## config.mk

```make
export PLATFORM = sky130hd
export DESIGN_NAME = ctlw_slave
export DESIGN_NICKNAME = d
export VERILOG_FILES = /design/src/rtl/ctlw_pkg.sv /design/src/rtl/ctlw_sync.sv /design/src/rtl/ctlw_frame.sv /design/src/rtl/ctlw_regbank.sv /design/src/rtl/ctlw_slave.sv
export SDC_FILE = /design/constraint.sdc
export NUM_CORES = 1
export LEC_CHECK = 0
export BUFFER_PORTS_ARGS = -buffer_cell sky130_fd_sc_hd__buf_2
export CAP_MARGIN = 20
export CORE_ASPECT_RATIO = 1.25
export CORE_UTILIZATION = 59
export DETAILED_ROUTE_END_ITERATION = 16
export GPL_ROUTABILITY_DRIVEN = 0
export PLACE_DENSITY = 0.94
export SLEW_MARGIN = 20
export SYNTH_ARGS = -nofsm -noshare
export SYNTH_HDL_FRONTEND = slang
export SYNTH_SLANG_ARGS = --single-unit
```

## constraint.sdc

```tcl
create_clock -name clk -period 3.6 [get_ports clk]
set_input_delay 0.36 -clock clk [delete_from_list [all_inputs] [get_ports clk]]
set_output_delay 0.36 -clock clk [all_outputs]
set_load 0.02 [all_outputs]
```

## src/rtl/ctlw_pkg.sv

```systemverilog
package ctlw_pkg;
  localparam int ADDR_W = 7;
  localparam int BYTE_W = 8;
  localparam int WORD_W = 16;
  localparam int NREG   = 3;
  localparam int IDX_W  = 2;
  localparam int CNT_W  = $clog2(BYTE_W);

  typedef enum logic [2:0] {
    ST_IDLE, ST_ADDR, ST_ACKA, ST_HI, ST_ACKH, ST_LO, ST_ACKL, ST_SKIP
  } ctlw_state_e;

  function automatic logic addr_hit(input logic strap,
                                    input logic [ADDR_W-1:0] a,
                                    input logic rw);
    return (a[ADDR_W-1:IDX_W] == {strap, strap, 3'b100}) &&
           (a[IDX_W-1:0] < IDX_W'(NREG)) && !rw;
  endfunction
endpackage

```

## src/rtl/ctlw_sync.sv

```systemverilog
module ctlw_sync #(
  parameter int LINES  = 2,
  parameter int STAGES = 2
) (
  input  logic             clk,
  input  logic             rst_n,
  input  logic [LINES-1:0] raw,
  output logic [LINES-1:0] lvl,
  output logic [LINES-1:0] prv
);
  for (genvar l = 0; l < LINES; l++) begin : g_line
    logic [STAGES-1:0] chain;
    always_ff @(posedge clk or negedge rst_n) begin
      if (!rst_n) begin
        chain    <= '1;
        prv[l]   <= 1'b1;
      end else begin
        chain    <= {chain[STAGES-2:0], raw[l]};
        prv[l]   <= chain[STAGES-1];
      end
    end
    assign lvl[l] = chain[STAGES-1];
  end
endmodule

```

## src/rtl/ctlw_frame.sv

```systemverilog
module ctlw_frame
  import ctlw_pkg::*;
(
  input  logic              clk,
  input  logic              rst_n,
  input  logic              strap,
  input  logic              scl_s,
  input  logic              scl_p,
  input  logic              sda_s,
  input  logic              sda_p,
  output logic              oe,
  output logic              we,
  output logic [IDX_W-1:0]  widx,
  output logic [WORD_W-1:0] wdata
);
  ctlw_state_e       st;
  logic [CNT_W-1:0]  cnt;
  logic [BYTE_W-1:0] sh;
  logic [BYTE_W-1:0] hi_q;
  logic [BYTE_W-1:0] lo_q;
  logic [BYTE_W-1:0] byte_in;
  logic              rise, fall, start_c, stop_c, last_bit;

  assign rise     = scl_s & ~scl_p;
  assign fall     = ~scl_s & scl_p;
  assign start_c  = scl_s & scl_p & sda_p & ~sda_s;
  assign stop_c   = scl_s & scl_p & ~sda_p & sda_s;
  assign byte_in  = {sh[BYTE_W-2:0], sda_s};
  assign last_bit = (cnt == CNT_W'(BYTE_W - 1));
  assign wdata    = {hi_q, lo_q};

  always_ff @(posedge clk or negedge rst_n) begin
    if (!rst_n) begin
      st   <= ST_IDLE;
      cnt  <= '0;
      sh   <= '0;
      hi_q <= '0;
      lo_q <= '0;
      widx <= '0;
      oe   <= 1'b0;
      we   <= 1'b0;
    end else begin
      we <= 1'b0;
      if (start_c) begin
        st  <= ST_ADDR;
        cnt <= '0;
        oe  <= 1'b0;
      end else if (stop_c) begin
        st  <= ST_IDLE;
        oe  <= 1'b0;
      end else begin
        unique case (st)
          ST_ADDR, ST_HI, ST_LO: begin
            if (rise) begin
              sh  <= byte_in;
              cnt <= cnt + 1'b1;
              if (last_bit) begin
                if (st == ST_ADDR) begin
                  if (addr_hit(strap, byte_in[BYTE_W-1:1], byte_in[0])) begin
                    widx <= byte_in[IDX_W:1];
                    st   <= ST_ACKA;
                  end else begin
                    st   <= ST_SKIP;
                  end
                end else if (st == ST_HI) begin
                  hi_q <= byte_in;
                  st   <= ST_ACKH;
                end else begin
                  lo_q <= byte_in;
                  st   <= ST_ACKL;
                end
              end
            end
          end
          ST_ACKA, ST_ACKH, ST_ACKL: begin
            if (fall) begin
              if (!oe) begin
                oe <= 1'b1;
              end else begin
                oe  <= 1'b0;
                cnt <= '0;
                if (st == ST_ACKA)      st <= ST_HI;
                else if (st == ST_ACKH) st <= ST_LO;
                else begin
                  we <= 1'b1;
                  st <= ST_SKIP;
                end
              end
            end
          end
          default: ;
        endcase
      end
    end
  end

  AST_OE_RISE_SCL_LOW: assert property (@(posedge clk) disable iff (!rst_n)
    $rose(oe) |-> !$past(scl_s));
  AST_OE_FALL_SCL_LOW: assert property (@(posedge clk) disable iff (!rst_n)
    ($fell(oe) && !$past(start_c) && !$past(stop_c)) |-> !$past(scl_s));
  AST_NO_DRIVE_OUTSIDE_ACK: assert property (@(posedge clk) disable iff (!rst_n)
    (st == ST_IDLE || st == ST_SKIP || st == ST_ADDR) |-> !oe);
  AST_STROBE_ONE_CYCLE: assert property (@(posedge clk) disable iff (!rst_n)
    we |=> !we);
  AST_STROBE_INDEX_VALID: assert property (@(posedge clk) disable iff (!rst_n)
    we |-> (widx < IDX_W'(NREG)));
  AST_START_REARMS: assert property (@(posedge clk) disable iff (!rst_n)
    start_c |=> (st == ST_ADDR && !oe && !we));
endmodule

```

## src/rtl/ctlw_regbank.sv

```systemverilog
module ctlw_regbank
  import ctlw_pkg::*;
(
  input  logic              clk,
  input  logic              rst_n,
  input  logic              we,
  input  logic [IDX_W-1:0]  idx,
  input  logic [WORD_W-1:0] d,
  output logic [WORD_W-1:0] q [NREG]
);
  for (genvar i = 0; i < NREG; i++) begin : g_reg
    always_ff @(posedge clk or negedge rst_n) begin
      if (!rst_n)                          q[i] <= '0;
      else if (we && idx == IDX_W'(i))     q[i] <= d;
    end

    AST_HOLD_UNSELECTED: assert property (@(posedge clk) disable iff (!rst_n)
      !(we && idx == IDX_W'(i)) |=> $stable(q[i]));
  end
endmodule

```

## src/rtl/ctlw_slave.sv

```systemverilog
module ctlw_slave
  import ctlw_pkg::*;
(
  input  logic              clk,
  input  logic              rst_n,
  input  logic              addr_strap,
  input  logic              scl_in,
  input  logic              sda_in,
  output logic              sda_oe,
  output logic              wr_stb,
  output logic [1:0]        wr_idx,
  output logic [15:0]       reg0_q,
  output logic [15:0]       reg1_q,
  output logic [15:0]       reg2_q
);
  logic [1:0]        lvl, prv;
  logic              we;
  logic [IDX_W-1:0]  widx;
  logic [WORD_W-1:0] wdata;
  logic [WORD_W-1:0] q [NREG];

  ctlw_sync #(.LINES(2), .STAGES(2)) u_sync (
    .clk(clk), .rst_n(rst_n), .raw({scl_in, sda_in}), .lvl(lvl), .prv(prv)
  );

  ctlw_frame u_frame (
    .clk(clk), .rst_n(rst_n), .strap(addr_strap),
    .scl_s(lvl[1]), .scl_p(prv[1]), .sda_s(lvl[0]), .sda_p(prv[0]),
    .oe(sda_oe), .we(we), .widx(widx), .wdata(wdata)
  );

  ctlw_regbank u_bank (
    .clk(clk), .rst_n(rst_n), .we(we), .idx(widx), .d(wdata), .q(q)
  );

  assign wr_stb = we;
  assign wr_idx = widx;
  assign reg0_q = q[0];
  assign reg1_q = q[1];
  assign reg2_q = q[2];

  AST_RESET_QUIET: assert property (@(posedge clk)
    !rst_n |-> (!sda_oe && !wr_stb && reg0_q == '0 && reg1_q == '0 && reg2_q == '0));
endmodule

```

==> results of run 1 <==
## metrics by stage
step / instance area [µm²] / std cells
3_3_place_gp: 3716 / 330
2_1_floorplan: 3362 / 213
4_1_cts: 3946 / 346
5_1_grt: 3950 / 346
6_report: 3950 / 346
3_5_place_dp: 3716 / 330
## power groups by stage
stage	Sequential, µW	Clock (µW)	Combinational [µW]
finish	1110	760	133
global route	1120	808	150
CTS	1110	771	134
detailed placement	1130	0	131
global placement	1120	0	124
floorplan	1100	0	92.9
## Yosys cell counts (2+ instances only)
master | count | area [µm²]
sky130_fd_sc_hd__dfrtp_1 | 81 | 2027
sky130_fd_sc_hd__nor3b_2 | 2 | 25.02
sky130_fd_sc_hd__and3_1 | 2 | 12.51
sky130_fd_sc_hd__and4b_1 | 2 | 20.02
sky130_fd_sc_hd__a31oi_1 | 2 | 12.51
sky130_fd_sc_hd__dfstp_2 | 6 | 157.7
sky130_fd_sc_hd__mux2_2 | 71 | 799.5
sky130_fd_sc_hd__ha_1 | 2 | 25.02
sky130_fd_sc_hd__clkbuf_1 | 2 | 7.510
sky130_fd_sc_hd__xor2_1 | 2 | 17.52
sky130_fd_sc_hd__o21ai_0 | 2 | 10.01
sky130_fd_sc_hd__nand3b_1 | 2 | 15.01
sky130_fd_sc_hd__nand2_1 | 5 | 18.77
sky130_fd_sc_hd__nor3_1 | 2 | 10.01
sky130_fd_sc_hd__nor2_1 | 6 | 22.52
sky130_fd_sc_hd__mux2_1 | 2 | 22.52
sky130_fd_sc_hd__nand3_1 | 7 | 35.03
## layout by cell type (no fill, tap or decap), drive strengths merged
cell type  synthesis  final
nand3              8      8
o21ai              2      2
mux2              73     73
bufinv             0      2
xor2               2      2
nand3b             2      2
nor2               6      6
clkbuf             2     10
or4b               1      1
clkinvlp           0      2
nand4              1      1
nor3               2      2
a211oi             1      1
dfrtp             81     81
and3               2      2
or2                1      1
nor3b              4      4
buf                2     57
o211ai             1      1
a21oi              1      1
nand2              5      5
inv                1      2
ha                 2      2
clkinv             0      1
a221o              1      1
a31oi              2      2
and4b              2      2
or3                1      1
dfstp              6      6
and2b              1      1
## area by class of cell
| cell class | count | area [µm²] |
|---|---|---|
| clock inverters | 6 | 92.59 |
| repair buffers | 57 | 294.0 |
| clock buffers | 10 | 137.6 |
| multi-input cells | 121 | 1157 |
| flip-flops and latches | 87 | 2185 |
| well taps | 64 | 80.08 |
| fillers | 333 | 1493 |
| inverters | 1 | 3.754 |
## final timing paths
| path | startpoint | endpoint | slack, ns | cells after the start |
|---|---|---|---|---|
| worst max register to register | u_sync.g_line[1].chain[1]$_DFF_PN1_ | u_frame.lo_q[4]$_DFFE_PN0P_ | 1.61 | 4 |
| worst min-delay path | rst_n | u_bank.q[18]$_DFFE_PN0P_ | 0.06 | 1 |
| max in group asynchronous | rst_n | u_frame.hi_q[3]$_DFFE_PN0P_ | 3.05 | 1 |
| min in group clk | scl_in | u_sync.g_line[1].chain[0]$_DFF_PN1_ | 0.10 | 1 |
| worst min register to register | u_sync.g_line[1].chain[0]$_DFF_PN1_ | u_sync.g_line[1].chain[1]$_DFF_PN1_ | 0.36 | 0 |
| worst max-delay path | u_sync.g_line[1].chain[1]$_DFF_PN1_ | u_frame.lo_q[4]$_DFFE_PN0P_ | 1.61 | 4 |
## flip-flops by register name (all words and copies together), names as in the netlist, 2 cells and up
name	count
u_sync.prv	2
u_frame.cnt	3
u_frame.lo_q	8
u_frame.hi_q	8
u_bank.q	48
u_frame.sh	7
u_frame.st	3
u_sync.g_line.chain	4
u_frame.widx	2
## cells by family after synthesis
group | after synthesis
muxes | 73
buffers and inverters | 5
DFF | 87
adders and majority gates | 2
and+or+nand+nor | 36
AOI/OAI and AO/OA | 8
xor gates and xnor gates | 2
## layer usage
metal	vias to the layer above	part of all wire [%]	routed length (µm)	GRT usage (%)
li1	901	-	-	-
met1	1009	43	2572	28.88
met2	68	51	3029	34.77
met3	11	4.2	253	2.907
met4	0	2.2	131	12.24
met5	-	0	0	0
## worst max-delay path: stages (launching register included)
cell and delay, ns:
sky130_fd_sc_hd__dfstp_2 0.57, sky130_fd_sc_hd__and2b_1 0.23, sky130_fd_sc_hd__nand3_2 0.14, sky130_fd_sc_hd__nor3b_2 0.53, sky130_fd_sc_hd__mux2_2 0.40
==> run summary, run 1 <==
FLOORPLANNING
---------------------------------------------------------------------------
Horizontal die dimension .....................................     69.52 µm
Area of the die ..............................................     6006 µm²
CORE AREA ....................................................     5443 µm²
Top Ports ....................................................           57
Std cell rows ................................................           30
Starting density of the core .................................       61.77%
Height of the die ............................................     86.40 µm

POWER AND IR DROP
---------------------------------------------------------------------------
Switching component of the power .............................     486.5 µW
Pleak ........................................................  0.002133 µW
Combinational Power Share ....................................         6.6%
Switch share .................................................       24.30%
VDD IR-drop max ..............................................  0.0004029 V
Int Pwr ......................................................      1515 µW
Sum of internal, switching and leakage power .................      2002 µW
Power Density ................................................ 506.8 nW/µm²
Sequential Power Share .......................................        55.4%
Clk network pwr share ........................................        38.0%

STA
---------------------------------------------------------------------------
Period utilisation layout ....................................       55.25%
Setup Skew ...................................................   0.01067 ns
Pin slew with the least headroom to its limit ................    0.9997 ns
Max Slew Vio Count ...........................................            0
Minimum clock period after layout ............................     1.989 ns
Peak clock frequency supported by timing .....................    502.7 MHz
Number of setup violations in the final report ...............            0
Final hold vios ..............................................            0
Worst Setup Slack, final .....................................     1.611 ns
Remaining max-slew budget at the tightest pin ................       33.15%
Unrepaired setup endpoints after global routing ..............           no
Worst Hold Slack .............................................   0.05775 ns
Final setup TNS ..............................................         0 ns

YOSYS
---------------------------------------------------------------------------
Simple-gate share of the synthesized area ....................       6.997%
Fraction of the mapped netlist area in adder cells ...........      0.7443%
Xor/xnor cell area share of the yosys netlist ................      0.5210%
Fraction of registers with async set/reset ...................       100.0%
Most used flip-flop cell after synthesis ..................... sky130_fd_sc_hd__dfrtp_1
Sequential cell area fraction in the yosys report ............       64.98%
EDFF count, synth ............................................            0
Distinct cell type count of the synthesized netlist ..........           32
Syn Inst Count ...............................................          213
Flop and latch count out of synthesis ........................           87
Number of warnings issued by yosys ...........................            0
Average cell area after synthesis ............................    15.78 µm²
Compound-cell area share of the yosys netlist ................       1.712%
Fraction of synthesized area in multiplexers .................       24.45%
Largest family of logic cells by synthesized area ............ multiplexers
Number of nets produced by synthesis .........................          220
Cell Area, Synth .............................................     3362 µm²

CLOCK NETWORK
---------------------------------------------------------------------------
Setup repair bufs after CTS ..................................            0
Quantity of gates resized following cts ......................            0
Root buffer cell ............................................. sky130_fd_sc_hd__clkbuf_8
Reg clk slew, reported paths .................................      0.08 ns
TritonCTS clock tree .........................................        built
Number of buffers created by CTS .............................            9
Sinks on the clock net .......................................           87
Clk Latency, worst-skew pair .................................      0.36 ns
H-tree lvl count .............................................            3
Hold-fix buffer count after cts ..............................            0
Worst-case clock buffer depth ................................            2

WORST SETUP PATH
---------------------------------------------------------------------------
Critical Path Sink Type ......................................    flip-flop
Endpoint required time on the critical path ..................      3.84 ns
Max Fanout on Critical Path ..................................            8
Arrival time worst endpoint ..................................      2.23 ns
Worst Path Class, Setup ...................................... flip-flop to flip-flop
Startpoint Class .............................................    flip-flop

GLOBAL ROUTE
---------------------------------------------------------------------------
Antenna violations before repair .............................            0
GR Util All Layers ...........................................       21.69%
Via count of the first global-routing pass ...................         1981
Wire length of the first global-routing pass .................      9873 µm
Maximum number of pins on one net before global-route repair .           88
Aggregate global routing overflow ............................            0

FINAL LAYOUT
---------------------------------------------------------------------------
Layout area overhead .........................................       17.49%
Net count reported at finish .................................          284
Count of inserted antenna diode cells ........................            0
Post-layout utilization of the core ..........................       72.57%
Ratio of cells with drive above 1 in the final layout ........       55.67%

WORST HOLD PATH
---------------------------------------------------------------------------
Worst hold path type ......................................... input pin to async pin

DRT
---------------------------------------------------------------------------
Vias .........................................................         1989
Number of iterations in the first detailed-routing pass ......            4
Wire length after detailed routing ...........................      5987 µm
Iter 0 DRT Violations ........................................          112
Avg WL per Cell ..............................................     17.30 µm
Post-detailed-route DRC marker count .........................            0
Vias per std cell ............................................        5.749
Post-route ant nets ..........................................            0

PLACED DESIGN
---------------------------------------------------------------------------
IO buf count .................................................           56
DPL Wire Length ..............................................      3820 µm
Worst slack, placed ..........................................     1.640 ns

JOB
---------------------------------------------------------------------------
Max-cap violations ...........................................            0

OUTCOME
---------------------------------------------------------------------------
Status .......................................................    completed

Note: power is estimated with default switching activity, not from simulation.
==> run 2: changes to the inputs <==
- CORE_UTILIZATION: 59 -> 50
- PLACE_DENSITY: 0.94 -> 0.86
- clock period: 3.6 -> 1.7 ns (I/O delays scaled with it)
==> run 2 against run 1 <==
  * Register-to-register slack worse by 1.6 ns
  * Clock skew is 0.0031 ns lower
  * First-iteration DRC count is 9.8% higher
  * Critical path depth is 1 higher
  * Critical endpoint is now u_frame.hi_q[4]$_DFFE_PN0P_
  * Largest cell class unchanged
  * Highest routed layer unchanged
==> run summary, run 2 (synthesis gave the netlist of run 1 again) <==
WORST SETUP PATH
---------------------------------------------------------------------------
Startpoint Class .............................................    flip-flop
Worst Path Class, Setup ...................................... flip-flop to flip-flop
Critical Path Sink Type ......................................    flip-flop
Arrival time worst endpoint ..................................      1.92 ns   -0.31 ns
Max Fanout on Critical Path ..................................            9   +1
Endpoint required time on the critical path ..................      1.94 ns   -1.90 ns

FINAL LAYOUT
---------------------------------------------------------------------------
Sequential cell area .........................................     2185 µm²   unchanged
Count of inserted antenna diode cells ........................            0   unchanged
Post-layout utilization of the core ..........................       64.58%   -8.0 points
Area taken by multi-input logic gates ........................     1225 µm²   +5.8%
Ratio of cells with drive above 1 in the final layout ........       58.67%   +3.0 points
Net count reported at finish .................................          302   +6.3%
Largest registers in the final layout ........................ u_bank.q x48, u_frame.hi_q x8, u_frame.lo_q x8
Layout area overhead .........................................       25.31%
Flip-flop count of the largest register after layout .........           48   unchanged
Most flops, register .........................................     u_bank.q
Fill count ...................................................          485   +46%
Most frequent cells in the layout ............................ 81 x sky130_fd_sc_hd__dfrtp_1, 61 x sky130_fd_sc_hd__mux2_2, 55 x sky130_fd_sc_hd__buf_2
Most common cell after layout, fill and taps aside ........... sky130_fd_sc_hd__dfrtp_1

FLOORPLANNING
---------------------------------------------------------------------------
CORE AREA ....................................................     6524 µm²   +20%
Top Ports ....................................................           57   unchanged
Horizontal die dimension .....................................     75.34 µm   +8.4%
Starting density of the core .................................       51.53%   -10 points
Std cell rows ................................................           33   +10%
Height of the die ............................................     93.68 µm   +8.4%
Area of the die ..............................................     7058 µm²   +18%

CLOCK NETWORK
---------------------------------------------------------------------------
Number of buffers created by CTS .............................            9   unchanged
Clk Latency, worst-skew pair .................................      0.35 ns   about the same
Root buffer cell ............................................. sky130_fd_sc_hd__clkbuf_8
Sinks on the clock net .......................................           87   unchanged
Reg clk slew, reported paths .................................      0.08 ns   about the same
Worst-case clock buffer depth ................................            2   unchanged
H-tree lvl count .............................................            3   unchanged
TritonCTS clock tree .........................................        built

DRT
---------------------------------------------------------------------------
Post-route ant nets ..........................................            0   unchanged
Wire length after detailed routing ...........................      6324 µm   +5.6%
Post-detailed-route DRC marker count .........................            0   unchanged
Iter 0 DRT Violations ........................................          123   +9.8%
Vias .........................................................         2075   +4.3%
Number of iterations in the first detailed-routing pass ......            4   unchanged
Vias per std cell ............................................        5.362   -6.7%
Avg WL per Cell ..............................................     16.34 µm   -5.6%

GLOBAL ROUTE
---------------------------------------------------------------------------
Antenna violations before repair .............................            0   unchanged
Aggregate global routing overflow ............................            0   unchanged
Via count of the first global-routing pass ...................         2027   +2.3%
Wire length of the first global-routing pass .................      9894 µm   +0.21%
GR Util All Layers ...........................................       19.24%   -2.4 points
Maximum number of pins on one net before global-route repair .           88   unchanged

JOB
---------------------------------------------------------------------------
Max-cap violations ...........................................            0   unchanged

STA
---------------------------------------------------------------------------
Max Slew Vio Count ...........................................            0   unchanged
Final setup TNS ..............................................         0 ns   unchanged
Setup Skew ...................................................  0.007525 ns   -0.003148 ns
Minimum clock period after layout ............................     1.682 ns   -0.3067 ns
Final hold vios ..............................................            0   unchanged
Worst Hold Slack .............................................    0.3611 ns   +0.3033 ns
Peak clock frequency supported by timing .....................    594.4 MHz   +18%
Unrepaired setup endpoints after global routing ..............          yes
Remaining max-slew budget at the tightest pin ................       70.39%   +37 points
Period utilisation layout ....................................       98.97%   +44 points
Pin slew with the least headroom to its limit ................    0.4442 ns   -0.5555 ns
Number of setup violations in the final report ...............            0   unchanged
Worst Setup Slack, final .....................................   0.01759 ns   -1.593 ns

PLACED DESIGN
---------------------------------------------------------------------------
IO buf count .................................................           56   unchanged
DPL Wire Length ..............................................      4242 µm   +11%
Worst slack, placed ..........................................  0.001491 ns   -1.638 ns

POWER AND IR DROP
---------------------------------------------------------------------------
VDD IR-drop max ..............................................  0.0006954 V   +73%
Pleak ........................................................  0.002244 µW   +5.2%
Power Density ................................................  1003 nW/µm²   +98%

OUTCOME
---------------------------------------------------------------------------
Status .......................................................    completed

WORST HOLD PATH
---------------------------------------------------------------------------
Worst hold path type ......................................... flip-flop to flip-flop

-- run 2: report_power, final --
part / switching [µW] / total, µW / internal [µW]
clock network: 705 / 1470 / 766
logic: 206 / 438 / 231
registers: 125 / 2320 / 2190
-- run 2: layout make-up --
class | count | share of cell area (%)
clock inverters | 4 | 1.247
multi-input cells | 121 | 29.08
flip-flops and latches | 87 | 51.86
well taps | 87 | 2.584
inverters | 1 | 0.08910
repair buffers | 75 | 11.46
clock buffers | 12 | 3.683
-- run 2: repair_timing --
item	CTS	global route
gates cloned	0	0
gates resized for setup	2	13
endpoints found under the setup margin	4	18
pin swaps	4	2
hold buffers	3	0
endpoints found under the hold margin	83	0
setup buffers	0	2
-- run 2: worst paths after layout --
kind | to | slack [ns] | depth (start not counted) | from
worst max-delay path | u_frame.hi_q[4]$_DFFE_PN0P_ | 0.02 | 5 | u_sync.g_line[1].chain[1]$_DFF_PN1_
worst min-delay path | u_sync.g_line[0].chain[1]$_DFF_PN1_ | 0.36 | 0 | u_sync.g_line[0].chain[0]$_DFF_PN1_
worst max register to register | u_frame.hi_q[4]$_DFFE_PN0P_ | 0.02 | 5 | u_sync.g_line[1].chain[1]$_DFF_PN1_
worst min register to register | u_sync.g_line[0].chain[1]$_DFF_PN1_ | 0.36 | 0 | u_sync.g_line[0].chain[0]$_DFF_PN1_
max in group asynchronous | u_sync.prv[1]$_DFF_PN1_ | 0.93 | 3 | rst_n
min in group asynchronous | u_bank.q[14]$_DFFE_PN0P_ | 0.39 | 3 | rst_n
-- run 2: per-stage QoR --
stage	instance area [µm²]	total power, µW	std cells
floorplan	3369	2530	213
global placement	3900	2707	366
detailed placement	3900	2745	366
CTS	4148	4205	385
global route	4213	4397	387
finish	4213	4226	387
-- run 2: routing by layer --
metal  routed length [µm]  GRT usage (%)
met2                 3201          29.46
met4                   89          9.722
met5                    0              0
met1                 2781          25.95
met3                  253          3.648
-- run 2: worst max-delay path, cell delays in order, from the launching register on --
cell                      delay [ns]
sky130_fd_sc_hd__dfstp_2        0.54
sky130_fd_sc_hd__and2b_2        0.21
sky130_fd_sc_hd__nand3_4        0.11
sky130_fd_sc_hd__nor3b_4        0.23
sky130_fd_sc_hd__buf_12         0.16
sky130_fd_sc_hd__mux2_2         0.33
==> run 3: changes to the inputs <==
- SYNTH_HIERARCHICAL: default -> 1
==> run 3 against run 2 <==
  * The run now ends with setup timing left
  * Utilization is 1.3 points higher
  * Cell count is 7.0% higher
  * Critical path depth is 1 higher
  * Synthesized cell count rose by 11%
  * Total power up 6.5%
  * Maximum frequency down 3.9%
  * Clock power up 5%
  * Sequential share of layout area is 2.3 points lower
  * Clock-buffer cell count did not move
  * Critical path type unchanged
==> run summary, run 3 <==
OUTCOME
------------------------------------------------------------------------------
Status .......................................................... complete, but fails checks
Violations in the final reports ................................. setup timing

YOSYS
------------------------------------------------------------------------------
Number of nets produced by synthesis ............................          244   +11%
Fraction of synthesized area in multiplexers ....................       21.17%   -3.3 points
Most used flip-flop cell after synthesis ........................ sky130_fd_sc_hd__dfrtp_1
Xor/xnor cell area share of the yosys netlist ...................      0.4989%   -0.022 points
Average cell area after synthesis ...............................    14.81 µm²   -6.1%
Cell types with the highest counts after synthesis .............. 81 x sky130_fd_sc_hd__dfrtp_1, 66 x sky130_fd_sc_hd__mux2_2, 26 x sky130_fd_sc_hd__nand2_1
Distinct cell type count of the synthesized netlist .............           37   +16%
Compound-cell area share of the yosys netlist ...................       1.996%   +0.28 points
Number of warnings issued by yosys ..............................            6   +6
Largest family of logic cells by synthesized area ............... multiplexers
Simple-gate share of the synthesized area .......................       11.15%   +4.2 points
Fraction of the mapped netlist area in adder cells ..............      0.7128%   -0.032 points
Cell type with the highest aggregate area in the netlist ........ sky130_fd_sc_hd__dfrtp_1
Sequential cell area fraction in the yosys report ...............       62.22%   -2.8 points
Top cells by area, synth ........................................ sky130_fd_sc_hd__dfrtp_1 58%, sky130_fd_sc_hd__mux2_2 21%, sky130_fd_sc_hd__dfstp_2 4.5%
Cell Area, Synth ................................................     3511 µm²   +4.4%
Area share of the largest cell type after synthesis .............       57.73%   -2.6 points
Flop and latch count out of synthesis ...........................           87   unchanged
Fraction of registers with async set/reset ......................       100.0%   unchanged
Cell with the most instances after synthesis .................... sky130_fd_sc_hd__dfrtp_1
EDFF count, synth ...............................................            0   unchanged
Syn Inst Count ..................................................          237   +11%

JOB
------------------------------------------------------------------------------
Max-cap violations ..............................................            0   unchanged

WORST HOLD PATH
------------------------------------------------------------------------------
Worst hold path type ............................................ input pin to async pin

WORST SETUP PATH
------------------------------------------------------------------------------
Most repeated library cell on the critical path ................. sky130_fd_sc_hd__ha_4
Biggest cell delay along the critical path ......................      0.40 ns   -0.14 ns
Standard cell with the maximum stage delay on the critical path . sky130_fd_sc_hd__dfrtp_1
Max Fanout on Critical Path .....................................            5   -4
Endpoint required time on the critical path .....................      1.93 ns   about the same
Number of cells on the worst reg-to-reg path ....................            6   +1
Cell-by-cell listing of the critical path ....................... ha_4 > ha_4 > nand4b_4 > nor3b_4 > buf_6 > mux2_4
Startpoint Class ................................................    flip-flop
Critical Path Sink Type .........................................    flip-flop
Arrival time worst endpoint .....................................      1.99 ns   +0.07 ns
Worst Path Class, Setup ......................................... flip-flop to flip-flop

STA
------------------------------------------------------------------------------
Pin slew with the least headroom to its limit ...................    0.4896 ns   +0.04542 ns
Period utilisation layout .......................................       103.0%   +4.0 points
Number of setup violations in the final report ..................           15   +15
Peak clock frequency supported by timing ........................    571.1 MHz   -3.9%
Worst Hold Slack ................................................    0.2591 ns   -0.1020 ns
Unrepaired setup endpoints after global routing .................          yes
Worst Setup Slack, final ........................................  -0.05091 ns   -0.06850 ns
Setup Skew ......................................................   0.01197 ns   +0.004441 ns
Final setup TNS .................................................   -0.3903 ns   -0.3903 ns
Final hold vios .................................................            0   unchanged
Remaining max-slew budget at the tightest pin ...................       67.21%   -3.2 points
Max Slew Vio Count ..............................................            0   unchanged
Minimum clock period after layout ...............................     1.751 ns   +0.06850 ns

POWER AND IR DROP
------------------------------------------------------------------------------
Sum of internal, switching and leakage power ....................      4500 µW   +6.5%
Pleak ...........................................................  0.002316 µW   +3.2%
VDD IR-drop max .................................................  0.0006303 V   -9.4%
Power Density ...................................................  1022 nW/µm²   +1.9%

FINAL LAYOUT
------------------------------------------------------------------------------
Most flops, register ............................................     u_bank/q
Area of all placed cells without fillers ........................     4404 µm²   +4.5%
Most common cell after layout, fill and taps aside .............. sky130_fd_sc_hd__dfrtp_1
Layout area overhead ............................................       25.45%
Most frequent cells in the layout ............................... 81 x sky130_fd_sc_hd__dfrtp_1, 55 x sky130_fd_sc_hd__buf_2, 50 x sky130_fd_sc_hd__mux2_2
Largest registers in the final layout ........................... u_bank/q x48, u_frame/hi_q x8, u_frame/lo_q x8
Area taken by multi-input logic gates ...........................     1341 µm²   +9.5%
Net count reported at finish ....................................          330   +9.3%
Count of inserted antenna diode cells ...........................            0   unchanged
Ratio of cells with drive above 1 in the final layout ...........       54.43%   -4.2 points
Flip-flop count of the largest register after layout ............           48   unchanged
Sequential cell area ............................................     2185 µm²   unchanged
Fill count ......................................................          492   +1.4%

FLOORPLANNING
------------------------------------------------------------------------------
Std cell rows ...................................................           33   unchanged
Starting density of the core ....................................       52.49%   +0.95 points
Top Ports .......................................................           57   unchanged
Height of the die ...............................................     95.69 µm   +2.1%
Area of the die .................................................     7363 µm²   +4.3%
Horizontal die dimension ........................................     76.95 µm   +2.1%
CORE AREA .......................................................     6689 µm²   +2.5%

CLOCK NETWORK
------------------------------------------------------------------------------
Reg clk slew, reported paths ....................................      0.08 ns   about the same
Clk Latency, worst-skew pair ....................................      0.35 ns   about the same
H-tree lvl count ................................................            3   unchanged
Root buffer cell ................................................ sky130_fd_sc_hd__clkbuf_8
Number of buffers created by CTS ................................            9   unchanged
TritonCTS clock tree ............................................        built
Worst-case clock buffer depth ...................................            2   unchanged
Sinks on the clock net ..........................................           87   unchanged

GLOBAL ROUTE
------------------------------------------------------------------------------
Maximum number of pins on one net before global-route repair ....           42   -52%
Wire length of the first global-routing pass ....................     11760 µm   +19%
Antenna violations before repair ................................            0   unchanged
Via count of the first global-routing pass ......................         2351   +16%
Aggregate global routing overflow ...............................            0   unchanged
GR Util All Layers ..............................................       21.52%   +2.3 points

DRT
------------------------------------------------------------------------------
Vias ............................................................         2275   +9.6%
Avg WL per Cell .................................................     17.93 µm   +9.7%
Wire length after detailed routing ..............................      7423 µm   +17%
Vias per std cell ...............................................        5.495   +2.5%
Post-route ant nets .............................................            0   unchanged
Post-detailed-route DRC marker count ............................            0   unchanged
Number of iterations in the first detailed-routing pass .........            4   unchanged
Iter 0 DRT Violations ...........................................          129   +4.9%

PLACED DESIGN
------------------------------------------------------------------------------
IO buf count ....................................................           56   unchanged
Worst slack, placed .............................................  -0.05153 ns   -0.05302 ns
Placed Instance Area ............................................     4019 µm²   +3.0%
DPL Wire Length .................................................      4862 µm   +15%

## run 3: area by class of cell
| type | count | share of cell area [%] |
|---|---|---|
| Clock buffer | 12 | 3.295 |
| Clock inverter | 3 | 1.534 |
| Inverter | 1 | 0.08523 |
| Multi-Input combinational cell | 140 | 30.45 |
| Sequential cell | 87 | 49.60 |
| Tap cell | 87 | 2.472 |
| Timing Repair Buffer | 84 | 12.56 |
## run 3: final timing paths
kind	endpoint	startpoint	slack, ns
min	u_bank/q[1]$_DFFE_PN0P_	rst_n	0.26
max	u_frame/lo_q[1]$_DFFE_PN0P_	u_frame/cnt[1]$_DFFE_PN0P_	-0.05
min reg2reg	u_sync/g_line[1].chain[1]$_DFF_PN1_	u_sync/g_line[1].chain[0]$_DFF_PN1_	0.36
min in group clk	u_sync/g_line[1].chain[1]$_DFF_PN1_	u_sync/g_line[1].chain[0]$_DFF_PN1_	0.36
max in group asynchronous	u_bank/q[47]$_DFFE_PN0P_	rst_n	0.82
max reg2reg	u_frame/lo_q[1]$_DFFE_PN0P_	u_frame/cnt[1]$_DFFE_PN0P_	-0.05
## run 3: cells by family (layout without fill, tap and decap cells)
group	count (synthesis)	after routing
compound gates	10	10
mux	66	66
xor+xnor	2	2
flops	87	87
fa+ha+maj	2	2
simple gates	60	60
buf+inv	10	100
## run 3: power by group
part | switching (µW) | internal, µW | leakage (µW)
clock network | 680 | 862 | 0.000103
registers | 159 | 2210 | 0.00118
logic | 314 | 279 | 0.00103
## run 3: repair_timing
| item | in CTS | in global routing |
|---|---|---|
| hold endpoints to repair | 25 | 0 |
| endpoints found under the setup margin | 17 | 18 |
| setup buffers | 3 | 2 |
| gates resized for setup | 13 | 11 |
| hold buffers | 3 | 0 |
| pin swaps | 2 | 4 |
## run 3: critical path, delay by kind of cell (launching register included)
family,cells,cell delay [ns]
flops,1,0.40
buf+inv,1,0.17
fa+ha+maj,2,0.30
mux,1,0.30
simple gates,2,0.46
## run 3: metal layers
metal  track usage (%)  part of all wire [%]  vias up
met5                 0                     0        -
li1                  -                     -     1011
met1             26.32                    40     1170
met2             34.90                    52       76
met4             12.82                   3.4        0
met3             5.167                   4.2       18
## run 3: stage by stage
| step | util [%] | instances |
|---|---|---|
| floorplan | - | 237 |
| global placement | 60.08 | 391 |
| detailed placement | 60.08 | 391 |
| CTS | 64.83 | 412 |
| global route | 65.84 | 414 |
| finish | 65.84 | 414 |
